## src/rtl/gate_branch_pkg.sv

```systemverilog
package gate_branch_pkg;
  localparam int INSTR_W = 32;
  localparam int PRIV_W = 2;
  localparam int LINK_W = 5;
  localparam int OFF_W = 17;
  localparam int TYPE_W = 3;
  localparam logic [INSTR_W-1:0] GATE_MASK = 32'hFC00E000;
  localparam logic [INSTR_W-1:0] GATE_MATCH = 32'hE8002000;

  // Strobes from control to datapath
  typedef struct packed {
    logic recognised;
    logic taken;
    logic illegal;
    logic tlbMiss;
    logic promote;
    logic forceZero;
    logic linkEn;
    logic nullifyReq;
  } ctrlStrobes_t;
endpackage

```

## src/rtl/gate_branch_ctrl.sv

```systemverilog
module gate_branch_ctrl
  import gate_branch_pkg::*;
(
  input  logic                inValid,
  input  logic [INSTR_W-1:0]  instr,
  input  logic                backKnown,
  input  logic                seqOk,
  input  logic                xlateOn,
  input  logic [PRIV_W-1:0]   curPriv,
  input  logic                pageHit,
  input  logic [TYPE_W-1:0]   pageType,
  output ctrlStrobes_t        strobes
);
  logic isGate;
  logic queueBad;
  logic missNow;
  logic gatewayPage;
  logic raises;

  assign isGate      = inValid && ((instr & GATE_MASK) == GATE_MATCH);
  assign queueBad    = !backKnown || !seqOk;
  assign missNow     = xlateOn && !pageHit;
  assign gatewayPage = pageType[TYPE_W-1];
  assign raises      = pageType[PRIV_W-1:0] < curPriv;

  always_comb begin
    strobes = '0;
    strobes.recognised = isGate;
    if (isGate) begin
      if (queueBad) begin
        strobes.illegal = 1'b1;
      end else if (missNow) begin
        strobes.tlbMiss = 1'b1;
      end else begin
        strobes.taken      = 1'b1;
        strobes.forceZero  = !xlateOn;
        strobes.promote    = xlateOn && gatewayPage && raises;
        strobes.linkEn     = instr[25:21] != '0;
        strobes.nullifyReq = instr[1];
      end
    end
  end
endmodule

```

## src/rtl/gate_branch_datapath.sv

```systemverilog
module gate_branch_datapath
  import gate_branch_pkg::*;
#(
  parameter int ADDR_W = 32
) (
  input  logic                clk,
  input  logic                rstN,
  input  ctrlStrobes_t        strobes,
  input  logic [INSTR_W-1:0]  instr,
  input  logic [ADDR_W-1:0]   addrFront,
  input  logic [ADDR_W-1:0]   addrBack,
  input  logic                xlateOn,
  input  logic [PRIV_W-1:0]   curPriv,
  input  logic                pageHit,
  input  logic [TYPE_W-1:0]   pageType,
  output logic                seqOk,
  output logic                outValid,
  output logic                branchTaken,
  output logic [ADDR_W-1:0]   branchTarget,
  output logic                nullify,
  output logic                linkWrite,
  output logic [LINK_W-1:0]   linkIdx,
  output logic [ADDR_W-1:0]   linkData,
  output logic                excIllegal,
  output logic                excTlbMiss
);
  localparam int EXT_W = ADDR_W - OFF_W - 2;
  localparam logic [ADDR_W-1:0] STEP = ADDR_W'(4);
  localparam logic [ADDR_W-1:0] FWD2 = ADDR_W'(8);

  logic [OFF_W-1:0]  offWord;
  logic [ADDR_W-1:0] dispBytes;
  logic [ADDR_W-1:0] rawTarget;
  logic [ADDR_W-1:0] retAddr;
  logic [PRIV_W-1:0] tgtPriv;
  logic [ADDR_W-1:0] nextTarget;
  logic [ADDR_W-1:0] nextLink;

  assign seqOk     = addrBack == (addrFront + STEP);
  assign offWord   = {instr[0], instr[20:16], instr[12:2]};
  assign dispBytes = {{EXT_W{offWord[OFF_W-1]}}, offWord, 2'b00};
  assign rawTarget = addrFront + FWD2 + dispBytes;
  assign retAddr   = addrBack + STEP;

  always_comb begin
    tgtPriv = curPriv;
    if (strobes.forceZero) tgtPriv = '0;
    else if (strobes.promote) tgtPriv = pageType[PRIV_W-1:0];
  end

  assign nextTarget = {rawTarget[ADDR_W-1:PRIV_W], tgtPriv};
  assign nextLink   = {retAddr[ADDR_W-1:PRIV_W], curPriv};

  always_ff @(posedge clk) begin
    if (!rstN) begin
      outValid     <= 1'b0;
      branchTaken  <= 1'b0;
      branchTarget <= '0;
      nullify      <= 1'b0;
      linkWrite    <= 1'b0;
      linkIdx      <= '0;
      linkData     <= '0;
      excIllegal   <= 1'b0;
      excTlbMiss   <= 1'b0;
    end else begin
      outValid     <= strobes.recognised;
      branchTaken  <= strobes.taken;
      branchTarget <= strobes.taken ? nextTarget : '0;
      nullify      <= strobes.nullifyReq;
      linkWrite    <= strobes.linkEn;
      linkIdx      <= strobes.linkEn ? instr[25:21] : '0;
      linkData     <= strobes.linkEn ? nextLink : '0;
      excIllegal   <= strobes.illegal;
      excTlbMiss   <= strobes.tlbMiss;
    end
  end

  // a valid result carries exactly one outcome
  a_r10_one_outcome: assert property (@(posedge clk) disable iff (!rstN)
    outValid |-> $countones({branchTaken, excIllegal, excTlbMiss}) == 1);
  // quiet when no result
  a_r10_quiet: assert property (@(posedge clk) disable iff (!rstN)
    !outValid |-> !(branchTaken || excIllegal || excTlbMiss || linkWrite || nullify));
  // faults produce no link write or nullify
  a_r4_fault_silent: assert property (@(posedge clk) disable iff (!rstN)
    (excIllegal || excTlbMiss) |-> !(linkWrite || nullify || branchTaken));
  // a miss needs translation on and a lookup miss
  a_r5_miss_cause: assert property (@(posedge clk) disable iff (!rstN)
    excTlbMiss |-> $past(xlateOn && !pageHit));
  // translation off gives privilege 0
  a_r8_force_zero: assert property (@(posedge clk) disable iff (!rstN)
    (branchTaken && !$past(xlateOn)) |-> branchTarget[PRIV_W-1:0] == '0);
  // privilege never lowered by the branch
  a_r7_no_demote: assert property (@(posedge clk) disable iff (!rstN)
    (branchTaken && $past(xlateOn)) |-> branchTarget[PRIV_W-1:0] <= $past(curPriv));
  // link write needs a taken branch and nonzero index
  a_r9_link_gate: assert property (@(posedge clk) disable iff (!rstN)
    linkWrite |-> (branchTaken && linkIdx != '0));
  // return address keeps the current privilege
  a_r9_link_priv: assert property (@(posedge clk) disable iff (!rstN)
    linkWrite |-> linkData[PRIV_W-1:0] == $past(curPriv));
endmodule

```

## src/rtl/gate_branch_unit.sv

```systemverilog
module gate_branch_unit
  import gate_branch_pkg::*;
#(
  parameter int ADDR_W = 32
) (
  input  logic                clk,
  input  logic                rstN,
  input  logic                inValid,
  input  logic [INSTR_W-1:0]  instr,
  input  logic [ADDR_W-1:0]   addrFront,
  input  logic [ADDR_W-1:0]   addrBack,
  input  logic                backKnown,
  input  logic                xlateOn,
  input  logic [PRIV_W-1:0]   curPriv,
  input  logic                pageHit,
  input  logic [TYPE_W-1:0]   pageType,
  output logic                outValid,
  output logic                branchTaken,
  output logic [ADDR_W-1:0]   branchTarget,
  output logic                nullify,
  output logic                linkWrite,
  output logic [LINK_W-1:0]   linkIdx,
  output logic [ADDR_W-1:0]   linkData,
  output logic                excIllegal,
  output logic                excTlbMiss
);
  ctrlStrobes_t strobes;
  logic seqOk;

  gate_branch_ctrl u_ctrl (
    .inValid  (inValid),
    .instr    (instr),
    .backKnown(backKnown),
    .seqOk    (seqOk),
    .xlateOn  (xlateOn),
    .curPriv  (curPriv),
    .pageHit  (pageHit),
    .pageType (pageType),
    .strobes  (strobes)
  );

  gate_branch_datapath #(.ADDR_W(ADDR_W)) u_dp (
    .clk         (clk),
    .rstN        (rstN),
    .strobes     (strobes),
    .instr       (instr),
    .addrFront   (addrFront),
    .addrBack    (addrBack),
    .xlateOn     (xlateOn),
    .curPriv     (curPriv),
    .pageHit     (pageHit),
    .pageType    (pageType),
    .seqOk       (seqOk),
    .outValid    (outValid),
    .branchTaken (branchTaken),
    .branchTarget(branchTarget),
    .nullify     (nullify),
    .linkWrite   (linkWrite),
    .linkIdx     (linkIdx),
    .linkData    (linkData),
    .excIllegal  (excIllegal),
    .excTlbMiss  (excTlbMiss)
  );
endmodule

```

## config.mk

```make
export PLATFORM = sky130hd
export DESIGN_NAME = gate_branch_unit
export DESIGN_NICKNAME = d
export VERILOG_FILES = /design/src/rtl/gate_branch_pkg.sv /design/src/rtl/gate_branch_ctrl.sv /design/src/rtl/gate_branch_datapath.sv /design/src/rtl/gate_branch_unit.sv
export SDC_FILE = /design/constraint.sdc
export NUM_CORES = 1
export LEC_CHECK = 0
export BUFFER_PORTS_ARGS = -buffer_cell sky130_fd_sc_hd__buf_2
export CELL_PAD_IN_SITES_DETAIL_PLACEMENT = 1
export CELL_PAD_IN_SITES_GLOBAL_PLACEMENT = 2
export CORE_UTILIZATION = 29
export CTS_CLUSTER_DIAMETER = 60
export CTS_CLUSTER_SIZE = 16
export DETAILED_ROUTE_END_ITERATION = 8
export HOLD_SLACK_MARGIN = 0.1
export PLACE_DENSITY = 0.82
export SYNTH_ARGS = -nofsm -noshare
export SYNTH_HDL_FRONTEND = slang
export SYNTH_HIERARCHICAL = 1
export SYNTH_SLANG_ARGS = --single-unit
```

## constraint.sdc

```tcl
create_clock -name clk -period 6.03 [get_ports clk]
set_clock_uncertainty 0.15 [all_clocks]
set_input_delay 1.809 -clock clk [delete_from_list [all_inputs] [get_ports clk]]
set_output_delay 1.809 -clock clk [all_outputs]
set_load 0.02 [all_outputs]
```

==> reports/qor.yml <==
outcome:
  status: "complete, but fails checks"
  violations: "DRC"
critical_path:
  critical_path_required_ns: 6.17
  crit_fanout: 5
  worstPathArrival_ns: 5.77
  worstSetupStartpointType: "input port"
  critPathCaptureType: "register"
  worstSetupPathType: "input port to register"
placed_design:
  dpl.hpwl_microns: 14600
  placed_cells: 1046
  dpl_cell_area_sq_um: 6590
  routabilityCongestion: 0.807
  port_buffers: 181
  preCtsSetupSlack_ns: -0.0168
cts:
  htree_num_levels: 3
  clockBufferDepth: 2
  tritoncts: "done"
  clk_root_buffer_cell: "clkbuf_16"
  cts_made_buffers: 9
  postCtsHoldBufs: 0
  cts.sink_count: 75
  path_clk_slew_ns: 0.07
timing:
  worst_pin_slew_ns: 0.465
  slew_violations: 0
  rsz0062_at_grt: "false"
  maxSlewHeadroom: 0.685
  min_period_ns: 5.64
  fin_ws_ns: 0.393
  fin_crit_sh: 0.935
  fmax_ghz: 0.177
  hold_slack_ns: 1.56
  hold_viol_final: 0
  final-setup-viol-count: 0
worst_hold_path:
  hold_path_class: "input port to register"
  hold_start: "instr[21]"
  hold_end: "u_dp/linkIdx[0]"
  hold_depth: 2
die:
  fp-row-count: 49
  dieArea_sq_um: 18900
  io-pin-count: 182
  chipHeight_microns: 137
  start_util: 0.296
  die_width_microns: 137
  coreArea_sq_um: 18000
finish:
  finalNetCount: 996
  layout_common_cells: "buf_2, dfxtp_1, nor2_1"
  drive_gt1_frac: 0.273
  design_area_sq_um: 6900
  syn2layout_area_growth_pct: 29.8
  stdcell_count: 1064
  final_util: 0.384
  layout_commonest_cell: "buf_2"
power:
  ir_drop_mv: 0.118
  intPower_w: 0.000944
  comb_power_share: 0.262
  p_sw_w: 0.000453
  leakagePower_nw: 3.32
  switching_share: 0.324
  power.share.clock: 0.384
  seq_power_share: 0.354
  powerDensity_nw_per_um2: 203
yosys:
  netlist_instances: 630
  syn_area_sq_um: 5310
  synthArstFlopShare: 0
  seq_area_frac_synth: 0.283
  syn-num-nets: 798
  ys_warn_count: 6
  ys_types: 61
  synth-edff-count: 0
  syn_avg_cell_area_sq_um: 8.43
  ys.flop_type: "dfxtp_1"
  synth_seq_cells: 75
route:
  avgRoutedWirePerCell_microns: 16.3
  viasPerCell: 4.98
  vias: 5294
  first_pass_iters: 6
  drt_iter0_drc: 135
  ant_nets: 0
  wirelength_microns: 17400
  drc: 4
grt:
  grt_pass1_vias: 5198
  grt.total_usage: 0.186
  grt-ovfl-total: 0
  antenna_found_initial: 3
  grt_max_degree: 31
  grt_pass1_wl_microns: 26700
job:
  cap_violations: 0
layout make-up:
cell class	instances	area, sq um
diodes	2	5.00
well taps	229	287
fillers	2206	11100
clock buffers	9	225
clock inverters	7	70.1
multi-input cells	527	3710
repair buffers	199	1040
flip-flops and latches	75	1500
inverters	16	60.1
metal layers:
metal / track usage / up-vias / share of wire
li1: - / 2668 / -
met1: 0.239 / 2475 / 0.46
met2: 0.311 / 135 / 0.47
met3: 0.0405 / 14 / 0.059
met4: 0.0501 / 2 / 0.011
met5: 0 / - / 0.00075
through the flow:
stage	power [W]	TNS (ns)
after detailed placement	0.000872	-0.0185
after global placement	0.000871	0
after global routing	0.00148	0
final	0.00140	0
after CTS	0.00142	0
after floorplan	0.000738	0
flip-flops by register name, summed over array words and instances (netlist names):
name	count
u_dp/branchTarget	32
u_dp/linkData	32
u_dp/linkIdx	5
u_dp/branchTaken	1
u_dp/excIllegal	1
u_dp/excTlbMiss	1
u_dp/linkWrite	1
u_dp/nullify	1
u_dp/outValid	1
cells by family (layout without fill, tap and decap cells):
family	after synthesis	in the layout	synth area share
other cells	0	2	0
simple gates	256	256	0.250
compound gates	115	115	0.143
flops	75	75	0.283
fa+ha+maj	61	61	0.145
xor+xnor	87	87	0.143
buf+inv	28	231	0.0205
mux	8	8	0.0151
how the worst max path moves through the flow:
stage / startpoint / to / slack [ns] / cells after the start
detailed placement: addrFront[3] / u_dp/branchTarget[31] / -0.02 / 18
CTS: addrFront[3] / u_dp/branchTarget[31] / 0.34 / 18
floorplan: addrFront[2] / u_dp/linkData[11] / 0.42 / 15
global route: addrFront[3] / u_dp/branchTarget[31] / 0.06 / 18
finish: addrFront[3] / u_dp/branchTarget[31] / 0.39 / 18
global placement: addrFront[3] / u_dp/branchTarget[31] / 0.15 / 18
synth_stat cells (13+ instances only):
cell type | count | area [sq um]
ha_1 | 60 | 751
nand2_1 | 53 | 199
xor2_1 | 43 | 377
dfxtp_1 | 75 | 1500
xnor2_1 | 44 | 385
inv_1 | 16 | 60.1
a21o_1 | 19 | 143
o21ai_0 | 18 | 90.1
and3_1 | 25 | 156
nor3_1 | 16 | 80.1
nand3_1 | 26 | 130
a21oi_1 | 31 | 155
nand4_1 | 13 | 81.3
nor2_1 | 63 | 236
repair_timing:
item,in CTS,in global routing
resized for setup,0,1
setup endpoints to repair,0,1
hold endpoints to repair,0,0
buffers inserted,0,0
worst max-delay path: stages:
cell and delay, ns:
buf_2 0.12, ha_1 0.22, nand3_1 0.13, or3_4 0.40, nor4_4 0.29, xnor2_1 0.10, nor4_2 0.25, o2111ai_1 0.14
a2111o_1 0.37, a2111oi_2 0.33, buf_4 0.20, nand2_1 0.06, or3b_1 0.40, nor2_1 0.24, nand2_1 0.22, nor4_1 0.31
mux2i_1 0.11, nand3_1 0.07
power by group through the flow:
stage / clock (W) / combinational, W / sequential, W
finish: 0.000536 / 0.000366 / 0.000495
CTS: 0.000560 / 0.000369 / 0.000495
detailed placement: 0 / 0.000365 / 0.000506
global placement: 0 / 0.000365 / 0.000506
global route: 0.000580 / 0.000409 / 0.000495
floorplan: 0 / 0.000232 / 0.000506
(Power assumes the default switching activity.)
